--- src/rtl/bau_pkg.sv ---
`timescale 1ns/1ps
package bau_pkg;
    localparam int OP_W_DEF   = 7;
    localparam int PTR_W_DEF  = 8;
    localparam int BANK_W_DEF = 2;
    localparam int DATA_W_DEF = 8;

    typedef enum logic [1:0] {
        ACC_DIRECT  = 2'd0,
        ACC_POINTER = 2'd1,
        ACC_SELF    = 2'd2
    } acc_kind_e;
endpackage

--- src/rtl/bau_classify.sv ---
`timescale 1ns/1ps
module bau_classify #(
    parameter int OP_W     = bau_pkg::OP_W_DEF,
    parameter int PTR_W    = bau_pkg::PTR_W_DEF,
    parameter int IND_CODE = 0
) (
    input  logic [OP_W-1:0]   op_field,
    input  logic [PTR_W-1:0]  ptr,
    output bau_pkg::acc_kind_e kind
);
    logic names_indirect;
    logic ptr_is_self;

    assign names_indirect = (op_field == OP_W'(IND_CODE));
    assign ptr_is_self    = (ptr[OP_W-1:0] == OP_W'(IND_CODE));

    always_comb begin
        if (!names_indirect) begin
            kind = bau_pkg::ACC_DIRECT;
        end else if (ptr_is_self) begin
            kind = bau_pkg::ACC_SELF;
        end else begin
            kind = bau_pkg::ACC_POINTER;
        end
    end
endmodule

--- src/rtl/bau_addr_mux.sv ---
`timescale 1ns/1ps
module bau_addr_mux #(
    parameter int OP_W   = bau_pkg::OP_W_DEF,
    parameter int PTR_W  = bau_pkg::PTR_W_DEF,
    parameter int BANK_W = bau_pkg::BANK_W_DEF,
    localparam int ADDR_W = BANK_W + OP_W,
    localparam int IBK_W  = ADDR_W - PTR_W
) (
    input  bau_pkg::acc_kind_e kind,
    input  logic [OP_W-1:0]    op_field,
    input  logic [BANK_W-1:0]  bank_sel,
    input  logic [IBK_W-1:0]   ind_bank,
    input  logic [PTR_W-1:0]   ptr,
    output logic [ADDR_W-1:0]  addr
);
    logic [ADDR_W-1:0] direct_addr;
    logic [ADDR_W-1:0] pointer_addr;
    logic              use_pointer;

    assign direct_addr  = {bank_sel, op_field};
    assign pointer_addr = {ind_bank, ptr};
    assign use_pointer  = (kind != bau_pkg::ACC_DIRECT);

    for (genvar b = 0; b < ADDR_W; b++) begin : g_addr_bit
        assign addr[b] = use_pointer ? pointer_addr[b] : direct_addr[b];
    end
endmodule

--- src/rtl/bau_access_gate.sv ---
`timescale 1ns/1ps
module bau_access_gate #(
    parameter int DATA_W = bau_pkg::DATA_W_DEF
) (
    input  bau_pkg::acc_kind_e kind,
    input  logic               rd_req,
    input  logic               wr_req,
    input  logic [DATA_W-1:0]  ram_rdata,
    output logic               ram_re,
    output logic               ram_we,
    output logic [DATA_W-1:0]  rdata
);
    always_comb begin
        unique case (kind)
            bau_pkg::ACC_DIRECT,
            bau_pkg::ACC_POINTER: begin
                ram_re = rd_req;
                ram_we = wr_req;
                rdata  = ram_rdata;
            end
            bau_pkg::ACC_SELF: begin
                ram_re = 1'b0;
                ram_we = 1'b0;
                rdata  = '0;
            end
            default: begin
                ram_re = 1'b0;
                ram_we = 1'b0;
                rdata  = '0;
            end
        endcase
    end
endmodule

--- src/rtl/bank_addr_unit.sv ---
`timescale 1ns/1ps
module bank_addr_unit #(
    parameter int OP_W     = bau_pkg::OP_W_DEF,
    parameter int PTR_W    = bau_pkg::PTR_W_DEF,
    parameter int BANK_W   = bau_pkg::BANK_W_DEF,
    parameter int DATA_W   = bau_pkg::DATA_W_DEF,
    parameter int IND_CODE = 0,
    localparam int ADDR_W  = BANK_W + OP_W,
    localparam int IBK_W   = ADDR_W - PTR_W
) (
    input  logic [OP_W-1:0]   op_field,
    input  logic [BANK_W-1:0] bank_sel,
    input  logic [IBK_W-1:0]  ind_bank,
    input  logic [PTR_W-1:0]  ptr,
    input  logic              rd_req,
    input  logic              wr_req,
    input  logic [DATA_W-1:0] ram_rdata,
    output logic [ADDR_W-1:0] ram_addr,
    output logic              ram_re,
    output logic              ram_we,
    output logic [DATA_W-1:0] rdata
);
    bau_pkg::acc_kind_e kind;

    bau_classify #(
        .OP_W     (OP_W),
        .PTR_W    (PTR_W),
        .IND_CODE (IND_CODE)
    ) u_classify (
        .op_field (op_field),
        .ptr      (ptr),
        .kind     (kind)
    );

    bau_addr_mux #(
        .OP_W   (OP_W),
        .PTR_W  (PTR_W),
        .BANK_W (BANK_W)
    ) u_addr_mux (
        .kind     (kind),
        .op_field (op_field),
        .bank_sel (bank_sel),
        .ind_bank (ind_bank),
        .ptr      (ptr),
        .addr     (ram_addr)
    );

    bau_access_gate #(
        .DATA_W (DATA_W)
    ) u_gate (
        .kind      (kind),
        .rd_req    (rd_req),
        .wr_req    (wr_req),
        .ram_rdata (ram_rdata),
        .ram_re    (ram_re),
        .ram_we    (ram_we),
        .rdata     (rdata)
    );

    always_comb begin
        if (op_field != OP_W'(IND_CODE))
            AST_DIRECT_ADDR: assert (ram_addr == {bank_sel, op_field});
        if (op_field == OP_W'(IND_CODE))
            AST_POINTER_ADDR: assert (ram_addr == {ind_bank, ptr});
        if (op_field == OP_W'(IND_CODE) && ptr[OP_W-1:0] == OP_W'(IND_CODE))
            AST_SELF_READ_ZERO: assert (rdata == '0 && !ram_re);
        if (op_field == OP_W'(IND_CODE) && ptr[OP_W-1:0] == OP_W'(IND_CODE))
            AST_SELF_NO_WRITE: assert (!ram_we);
        if (!rd_req && !wr_req)
            AST_IDLE_QUIET: assert (!ram_re && !ram_we);
    end
endmodule

--- config.mk ---
export PLATFORM = sky130hd
export DESIGN_NAME = bank_addr_unit
export DESIGN_NICKNAME = d
export VERILOG_FILES = /design/src/rtl/bau_pkg.sv /design/src/rtl/bau_classify.sv /design/src/rtl/bau_addr_mux.sv /design/src/rtl/bau_access_gate.sv /design/src/rtl/bank_addr_unit.sv
export SDC_FILE = /design/constraint.sdc
export NUM_CORES = 1
export LEC_CHECK = 0
export ABC_AREA = 1
export BUFFER_PORTS_ARGS = -buffer_cell sky130_fd_sc_hd__buf_2
export CORE_AREA = 2 2 39 41
export DETAILED_ROUTE_END_ITERATION = 6
export DIE_AREA = 0 0 41 43
export GPL_TIMING_DRIVEN = 0
export SYNTH_ARGS = -nofsm -noshare
export SYNTH_HDL_FRONTEND = slang
export SYNTH_SLANG_ARGS = --single-unit
--- constraint.sdc ---
create_clock -name vclk -period 1.29
set_input_delay 0.258 -clock vclk [all_inputs]
set_output_delay 0.258 -clock vclk [all_outputs]
set_load 0.02 [all_outputs]
# After elaboration in Yosys (flattened, before gate mapping)
# Index checks and enable logic that the tools add are counted.
# word_totals
mem_bits_ro,0
latchBits,0
wordCells,20
memories,0
inputBits,28
ramBits,0
out_inout_bits,19
ff_bits,0
# op_classes
n_mul,0
addsub,0
n_shift,0
mux,14
div,0
bitwise_logic,0
n_lt_le_gt_ge,0
n_eq_ne,1
reduce_logical,5
# ops
cell,count
7-bit zero test,2
1-bit 2-to-1 mux,11
8-bit 2-to-1 mux,1
2-bit 2-to-1 mux,2
"2-bit by 1-bit equality test with 1-bit output, second input constant",1
2-bit zero test,1
2-bit nonzero test,1
2-bit OR reduction,1

# Longest topological paths before layout
# Gate-level depths: netlist of the first run.
# logic_depth
ltp_word,6
depth_mapped,5
mapped_depth_nobuf,5

# By module
# A second synthesis of the first run with hierarchy kept.
# unflattened
cells_unflattened,75
hier_area_um2,327.8
# modules_own_cells
mod,n_inst,cells_each,area_each_um2,seq_area_each_um2
bau_addr_mux,1,30,151.4,0.0
bau_classify,1,24,90.1,0.0
bau_access_gate,1,21,86.3,0.0

# Worst setup path before layout of the first run
# Ideal clock, no wire load.
# synth_path
path_kind,input port to output port
startpoint,input port op_field[4]
endpoint,output port ram_re
cell_stages,5
path_buffers,1
slack_ns,0.103
t_required_ns,1.032
arrival_time_ns,0.929
path_cell_list,inv_1 nand3_2 nor2_4 buf_6 a21oi_1
# synth_via
elab_chain_cells,5
word_cells_on_any_way,6
cone_classes,eq/ne: 1; mux: 2; reduce/logical: 3
# synth_lines
item,line,rtl
from (decl),bank_addr_unit.sv:11,"input logic [OP_W-1:0] op_field,"
7-bit zero test *,--,
2-bit 2-to-1 mux *,bau_classify.sv:18,if (!names_indirect) begin
2-bit by 1-bit equality test with 1-bit output / 2-bit zero test (equally long branches),bau_access_gate.sv:14,unique case (kind)
2-bit OR reduction *,bau_access_gate.sv:14,
1-bit 2-to-1 mux *,bau_access_gate.sv:14,
to (decl),bank_addr_unit.sv:19,"output logic ram_re,"
# Every way passes the cells marked *; elsewhere a longest branch is shown, timed or not.

# Worst setup path in the final report of the first run
# layout_path
startpoint,input port op_field[2]
endpoint,output port ram_addr[1]
# layout_via
elab_chain_cells,4
# layout_lines
item,line,rtl
7-bit zero test,--,
2-bit 2-to-1 mux,bau_classify.sv:18,
2-bit nonzero test,bau_addr_mux.sv:22,assign use_pointer = (kind != bau_pkg::ACC_DIRECT);
1-bit 2-to-1 mux,bau_addr_mux.sv:25,assign addr[b] = use_pointer ? pointer_addr[b] : direct_addr[b];
to (decl),bank_addr_unit.sv:18,"output logic [ADDR_W-1:0] ram_addr,"
# Every way passes these cells.

==> impl_summary.log, run 1 <==
INFO  metric arrival = between 1 and 1.5 ns
INFO  metric dpl.cell_count = 123
INFO  metric rows = 14
INFO  metric design_power_total = 0.253 mW
INFO  metric cp_slowest_cell = sky130_fd_sc_hd__nor2_4
INFO  metric buffer_ports.inserted = 47
INFO  metric antenna_cells_inserted = 0
INFO  metric preCtsSetupSlack = -0.188 ns
INFO  metric grt.busiest_layer = met2
INFO  metric synth-warning-count = 0
INFO  metric design.portCount = 47
INFO  metric totalNegativeSetupSlack = -0.464 ns
INFO  metric post-dp-hpwl = 748 um
INFO  metric route.antenna.remaining_nets = 0
INFO  metric startpoint_type = primary input
INFO  metric core_area = 0.00138 sq mm
INFO  metric power.static_leakage = 0.468 nW
INFO  metric met3_usage_grt = 0%
INFO  metric grt_overflow_total = 0
INFO  metric antenna_found_initial = 0
INFO  metric detail_route.drc_violations = 0
INFO  metric synth_top_cell_area_share = 27.6%
INFO  metric timing.max_cap.violations = 0
INFO  metric detail_route.wirelength = 1440 um
INFO  metric first_pass_grt_wire_length = about 1500 um
INFO  metric violations_in_the_final_reports = negative setup slack
INFO  metric global_route.usage.met2 = 25.3%
INFO  metric timing.critical_path.fanout_max = 5
INFO  metric num-clock-buffers = 0
INFO  metric area_contributors_post_synth = sky130_fd_sc_hd__nand2_1, sky130_fd_sc_hd__inv_1, sky130_fd_sc_hd__a21oi_1, sky130_fd_sc_hd__nor2_2, sky130_fd_sc_hd__buf_6
INFO  metric place.gp.congestion = 0.683
INFO  metric final_layout_size_suffix_gt1_share = 69.8%
INFO  metric syn_inst = 60
INFO  metric detailedRoute.firstPassIterationCount = 2
INFO  metric syn-num-nets = 88
INFO  metric layout_min_cycle_time = 1.34 ns
INFO  metric drv_slew = 0
INFO  metric cp_slowest_stage_delay = 0.16 ns
INFO  metric worst_ir_drop_vdd = 0.000151 V
INFO  metric fin_nets = 146
INFO  metric area.growth.synth_to_final = 218%
INFO  metric timing.hold.worst.start = op_field[4]
INFO  metric worstSetupPathDepth = 8
INFO  metric grt_setup_unrepaired = true
INFO  metric floorplan.initialDensity = just under 20%
INFO  metric cpLargestDelayFamily = simple AND/OR/NAND/NOR gates
INFO  metric total_power_divided_by_cell_area = 293 mW/mm^2
INFO  metric post_cts_hold_buffer_count = 0
INFO  metric yosysTopAreaCell = sky130_fd_sc_hd__nand2_1
INFO  metric worst_pin_slew = 0.268 ns
INFO  metric outcome = finished, violations left
INFO  metric detailroute.via_count = 588
INFO  metric timing_worst_setup_path_type = in -> out
INFO  metric viasPerCell = between 4 and 5
INFO  metric layout.filler_cells = 129
INFO  metric post_synth_instance_area = 272 sq um
INFO  metric maximum_number_of_pins_on_one_net_before_global_route_repair = 6
INFO  metric seq_area_frac_synth = 0%
INFO  metric placedInstanceArea = between 500 and 600 sq um
INFO  metric path_cells = buf_6 > nor2_4 > nand2_2 > nor2_4 > buf_4 > nand2_1 > nand2_1 > buf_4
INFO  metric final_hold_viol_count = 0
INFO  metric setup.worst_path.end_class = primary output
INFO  metric stdcell_count = 132
INFO  metric worst_min_delay_path_category = in -> out
INFO  metric finish.instance_area = 865 sq um
INFO  metric syn_avg_cell_area = 4.53 sq um
INFO  metric cp_num_buf_inv = 3
INFO  metric die_x = ~41 um
INFO  metric first_iter_violations = 1
INFO  metric yosysUniqueCellTypes = 10
INFO  metric timing.final.ws_setup = -0.0538 ns
INFO  metric floorplan.die_area = ~0.0018 sq mm
INFO  metric nFlopsAndLatches = 0
INFO  metric synthMostInstantiatedCell = sky130_fd_sc_hd__nand2_1
INFO  metric setup_viol = 16
INFO  metric routedWlPerCell = 10.9 um
INFO  metric worstHoldPathCells = 4
INFO  metric met1_usage = 11.1%
INFO  metric worstPathRequired = around 1.0 ns
INFO  metric crit_start = op_field[2]
INFO  metric fp.dieH = roughly 43 um
INFO  metric timing.slew.headroom = between 80 and 90%
INFO  metric finalCritPeriodShare = 104%
INFO  metric grt_usage = 11.6%
INFO  metric max_freq = 744 MHz
INFO  metric synth_common_cells = sky130_fd_sc_hd__nand2_1, sky130_fd_sc_hd__inv_1, sky130_fd_sc_hd__a21oi_1
INFO  metric final-seq-area = 0 sq um
INFO  metric first_global_vias = 442
==> cells in the final DEF (no fill, tap or decap) <==
cell type and count:
sky130_fd_sc_hd__buf_6 20, sky130_fd_sc_hd__buf_4 20, sky130_fd_sc_hd__nor2_4 8, sky130_fd_sc_hd__buf_2 16, sky130_fd_sc_hd__nand2_1 18, sky130_fd_sc_hd__nand2_4 1
sky130_fd_sc_hd__inv_4 1, sky130_fd_sc_hd__o21ai_0 1, sky130_fd_sc_hd__a21oi_4 3, sky130_fd_sc_hd__inv_2 2, sky130_fd_sc_hd__nand2_2 2, sky130_fd_sc_hd__inv_1 15
sky130_fd_sc_hd__nand3_4 1, sky130_fd_sc_hd__a21oi_2 7, sky130_fd_sc_hd__o21ai_1 1
==> logic make-up after synthesis <==
group	after synthesis	share of synthesized area, %
AOI/OAI and AO/OA	12	22.1
buffers and inverters	19	29.0
and+or+nand+nor	29	48.8
==> cell type report <==
type               instances  area [sq um]  area share, %
plain buffers              1          11.3           1.30
well taps                 16          20.0           2.32
repair buffers            55           444           51.4
multi-input cells         42           319           36.9
inverters                 18          70.1           8.10
==> final timing paths <==
check             slack [ns]          end
setup / recovery       -0.05  ram_addr[1]
hold / removal          0.81  ram_addr[4]
==> report_power, final <==
part	internal [mW]	switching (mW)	leakage, nW
logic	0.132	0.122	0.468
clock network	0	0	0
registers	0	0	0
==> metal layers <==
| layer | part of all wire [%] | vias to the layer above |
|---|---|---|
| met5 | 0 | - |
| met4 | 0 | 0 |
| met3 | 8.2 | 0 |
| met2 | 62 | 35 |
| met1 | 30 | 261 |
| li1 | - | 292 |
==> stage by stage <==
stage	utilization, %	hold slack, ns
detailed placement	38.1	0.824
CTS	48.0	0.799
floorplan	-	0.633
global route	62.5	0.825
finish	62.5	0.805
global placement	38.1	0.823
==> what timing repair did <==
action | 4_1_cts | 5_1_grt
setup buffers | 6 | 1
pin swaps | 4 | 14
setup endpoints to repair | 19 | 19
resized for setup | 24 | 50
cloned | 2 | 0
No activity file was read; power rests on OpenSTA's default activity.
==> run 2, diff against run 1 <==
--- a/config.mk
+++ b/config.mk
@@ -6,7 +6,7 @@
 export NUM_CORES = 1
 export LEC_CHECK = 0
 export ABC_AREA = 1
-export BUFFER_PORTS_ARGS = -buffer_cell sky130_fd_sc_hd__buf_2
+export BUFFER_PORTS_ARGS = -buffer_cell sky130_fd_sc_hd__buf_4
 export CORE_AREA = 2 2 39 41
 export DETAILED_ROUTE_END_ITERATION = 6
 export DIE_AREA = 0 0 41 43
==> run 2 against run 1 <==
Compared with the run above:
- the run still ends with negative setup slack left
- flip-flop and latch count stayed put
- via count down 4.8%
- count of clock-buffer cells in the layout stayed put
- worst hold slack lost 0.017 ns
- core utilization up 4.3 points
- maximum frequency down 0.12%
- wire length down 11%
- first-iteration DRC count is 100% higher
- non-clock buffer count did not move
- critical endpoint is now ram_addr[4]
==> impl_summary.log, run 2 (same netlist as run 1, synthesis figures left out) <==
INFO  metric cp_slowest_cell = sky130_fd_sc_hd__nor2_4 (unchanged)
INFO  metric power.static_leakage = 0.489 nW (was 0.468 nW)
INFO  metric buffer_ports.inserted = 47 (unchanged)
INFO  metric grt_overflow_total = 0 (unchanged)
INFO  metric post-dp-hpwl = 885 um (was 748 um)
INFO  metric internal_power = 0.146 mW (was 0.132 mW)
INFO  metric fp.dieH = 43 um (unchanged)
INFO  metric worst_pin_slew = 0.197 ns (was 0.268 ns)
INFO  metric comb_power_share = 100.0% (about the same)
INFO  metric fin_nets = 145 (was 146)
INFO  metric detail_route.drc_violations = 0 (unchanged)
INFO  metric timing_worst_setup_path_type = in -> out (unchanged)
INFO  metric timing.critical_path.fanout_max = 5 (unchanged)
INFO  metric design.portCount = 47 (unchanged)
INFO  metric area.growth.synth_to_final = 241% (was 218%)
INFO  metric mostFrequentLayoutCell = sky130_fd_sc_hd__buf_4
INFO  metric rows = 14 (unchanged)
INFO  metric postLayoutCoreUtil = 66.8% (was 62.5%)
INFO  metric detailroute.via_count = 560 (was 588)
INFO  metric startpoint_type = primary input (unchanged)
INFO  metric cp_slowest_stage_delay = 0.18 ns (was 0.16 ns)
INFO  metric layout_min_cycle_time = 1.35 ns (was 1.34 ns)
INFO  metric setup.worst_path.end_class = primary output (unchanged)
INFO  metric final_hold_viol_count = 0 (unchanged)
INFO  metric num-clock-buffers = 0 (unchanged)
INFO  metric grt.busiest_layer = met2 (unchanged)
INFO  metric switch_pwr = 0.117 mW (was 0.122 mW)
INFO  metric worst_ir_drop_vdd = 0.000144 V (was 0.000151 V)
INFO  metric timing.max_cap.violations = 0 (unchanged)
INFO  metric final-seq-area = 0 sq um (unchanged)
INFO  metric antenna_found_initial = 0 (unchanged)
INFO  metric grt_setup_unrepaired = true (unchanged)
INFO  metric clkPwrFrac = 0% (about the same)
INFO  metric hold-worst-slack = 0.789 ns (was 0.805 ns)
INFO  metric routedWlPerCell = 9.81 um (was 10.9 um)
INFO  metric first_iter_violations = 2 (was 1)
INFO  metric viasPerCell = 4.27 (was 4.45)
INFO  metric placedInstanceArea = 644 sq um (was 527 sq um)
INFO  metric final_layout_size_suffix_gt1_share = 75.7% (was 69.8%)
INFO  metric floorplan.initialDensity = 19.6% (unchanged)
INFO  metric path_cells = buf_6 > nor2_4 > nand2_2 > nor2_4 > buf_6 > nand2_2 > nand2_2 > buf_6 (was buf_6 > nor2_4 > nand2_2 > nor2_4 > buf_4 > nand2_1 > nand2_1 > buf_4)
INFO  metric grt_usage = 15.0% (was 11.6%)
INFO  metric max_freq = 743 MHz (was 744 MHz)
INFO  metric global_route.usage.met2 = 28.1% (was 25.3%)
INFO  metric core_area = 0.00138 sq mm (unchanged)
INFO  metric arrival = 1.09 ns (about the same)
INFO  metric finish.instance_area = 925 sq um (was 865 sq um)
INFO  metric die_x = 41 um (unchanged)
INFO  metric maximum_number_of_pins_on_one_net_before_global_route_repair = 11 (was 6)
INFO  metric nFlopsAndLatches = 0 (unchanged)
INFO  metric switching_share = 44.4% (was 48.0%)
INFO  metric outcome = finished, violations left (unchanged)
INFO  metric route.antenna.remaining_nets = 0 (unchanged)
INFO  metric post_cts_hold_buffer_count = 0 (unchanged)
INFO  metric total_power_divided_by_cell_area = 285 mW/mm^2 (was 293 mW/mm^2)
INFO  metric setup_viol = 19 (was 16)
INFO  metric finalCritPeriodShare = 104% (about the same)
INFO  metric timing.final.ws_setup = -0.0554 ns (was -0.0538 ns)
INFO  metric worst_min_delay_path_category = in -> out (unchanged)
INFO  metric met3_usage_grt = 4.19% (was 0%)
INFO  metric met1_usage = 16.5% (was 11.1%)
INFO  metric floorplan.die_area = 0.00176 sq mm (unchanged)
INFO  metric detailedRoute.firstPassIterationCount = 4 (was 2)
INFO  metric first_global_vias = 520 (was 442)
INFO  metric final_cell_mix = sky130_fd_sc_hd__buf_4, sky130_fd_sc_hd__buf_6, sky130_fd_sc_hd__inv_1, sky130_fd_sc_hd__nand2_2 (was sky130_fd_sc_hd__buf_6, sky130_fd_sc_hd__buf_4, sky130_fd_sc_hd__nand2_1, sky130_fd_sc_hd__buf_2, sky130_fd_sc_hd__inv_1)
INFO  metric crit_start = op_field[1] (was op_field[2])
INFO  metric place.gp.congestion = 0.724 (was 0.683)
INFO  metric first_pass_grt_wire_length = 1990 um (was 1520 um)
INFO  metric timing.hold.worst.start = op_field[2] (was op_field[4])
INFO  metric timing.slew.headroom = 86.9% (was 82.1%)
INFO  metric antenna_cells_inserted = 0 (unchanged)
INFO  metric worstPathRequired = 1.03 ns (about the same)
INFO  metric detail_route.wirelength = 1290 um (was 1440 um)
INFO  metric violations_in_the_final_reports = negative setup slack (unchanged)
INFO  metric power.sequential.fraction = 0% (about the same)
INFO  metric drv_slew = 0 (unchanged)
-- run 2: layer usage --
layer	routed length [um]	part of all wire [%]	vias up
met5	0	0	-
met4	0	0	0
met3	200	16	0
met2	682	53	35
met1	402	31	241
li1	-	-	284
-- run 2: timing repair --
item / in CTS / in global routing
gates cloned: 1 / 0
pin swaps: 10 / 9
setup buffers: 7 / 0
endpoints found under the setup margin: 19 / 19
resized for setup: 44 / 19
-- run 2: path summary, 6_finish.rpt --
check | to | slack (ns) | depth (start not counted)
worst min-delay path | ram_addr[2] | 0.79 | 4
worst max-delay path | ram_addr[4] | -0.06 | 8
-- run 2: area by class of cell --
type               count  area, sq um
plain buffers          1         11.3
fillers              133          459
inverters             18         75.1
multi-input cells     41          295
well taps             16         20.0
repair buffers        55          523
-- run 2: stage by stage --
stage	total power [mW]	TNS, ns	std cells	setup slack [ns]
final	0.263	-0.532	131	-0.0554
after global routing	0.282	-1.61	131	-0.122
after CTS	0.246	-0.661	131	-0.0474
after detailed placement	0.200	-2.44	123	-0.193
after global placement	0.198	-2.39	123	-0.190
after floorplan	0.0800	0	60	0.103
-- run 2: power by group through the flow --
stage / Clock (mW) / Sequential [mW] / Combinational (mW)
floorplan: 0 / 0 / 0.0800
global placement: 0 / 0 / 0.198
detailed placement: 0 / 0 / 0.200
CTS: 0 / 0 / 0.246
global route: 0 / 0 / 0.282
finish: 0 / 0 / 0.263
-- run 2: worst max-delay path: cells and delay by family --
kind | cells | cell delay, ns
buffers and inverters | 3 | 0.36
and+or+nand+nor | 5 | 0.47
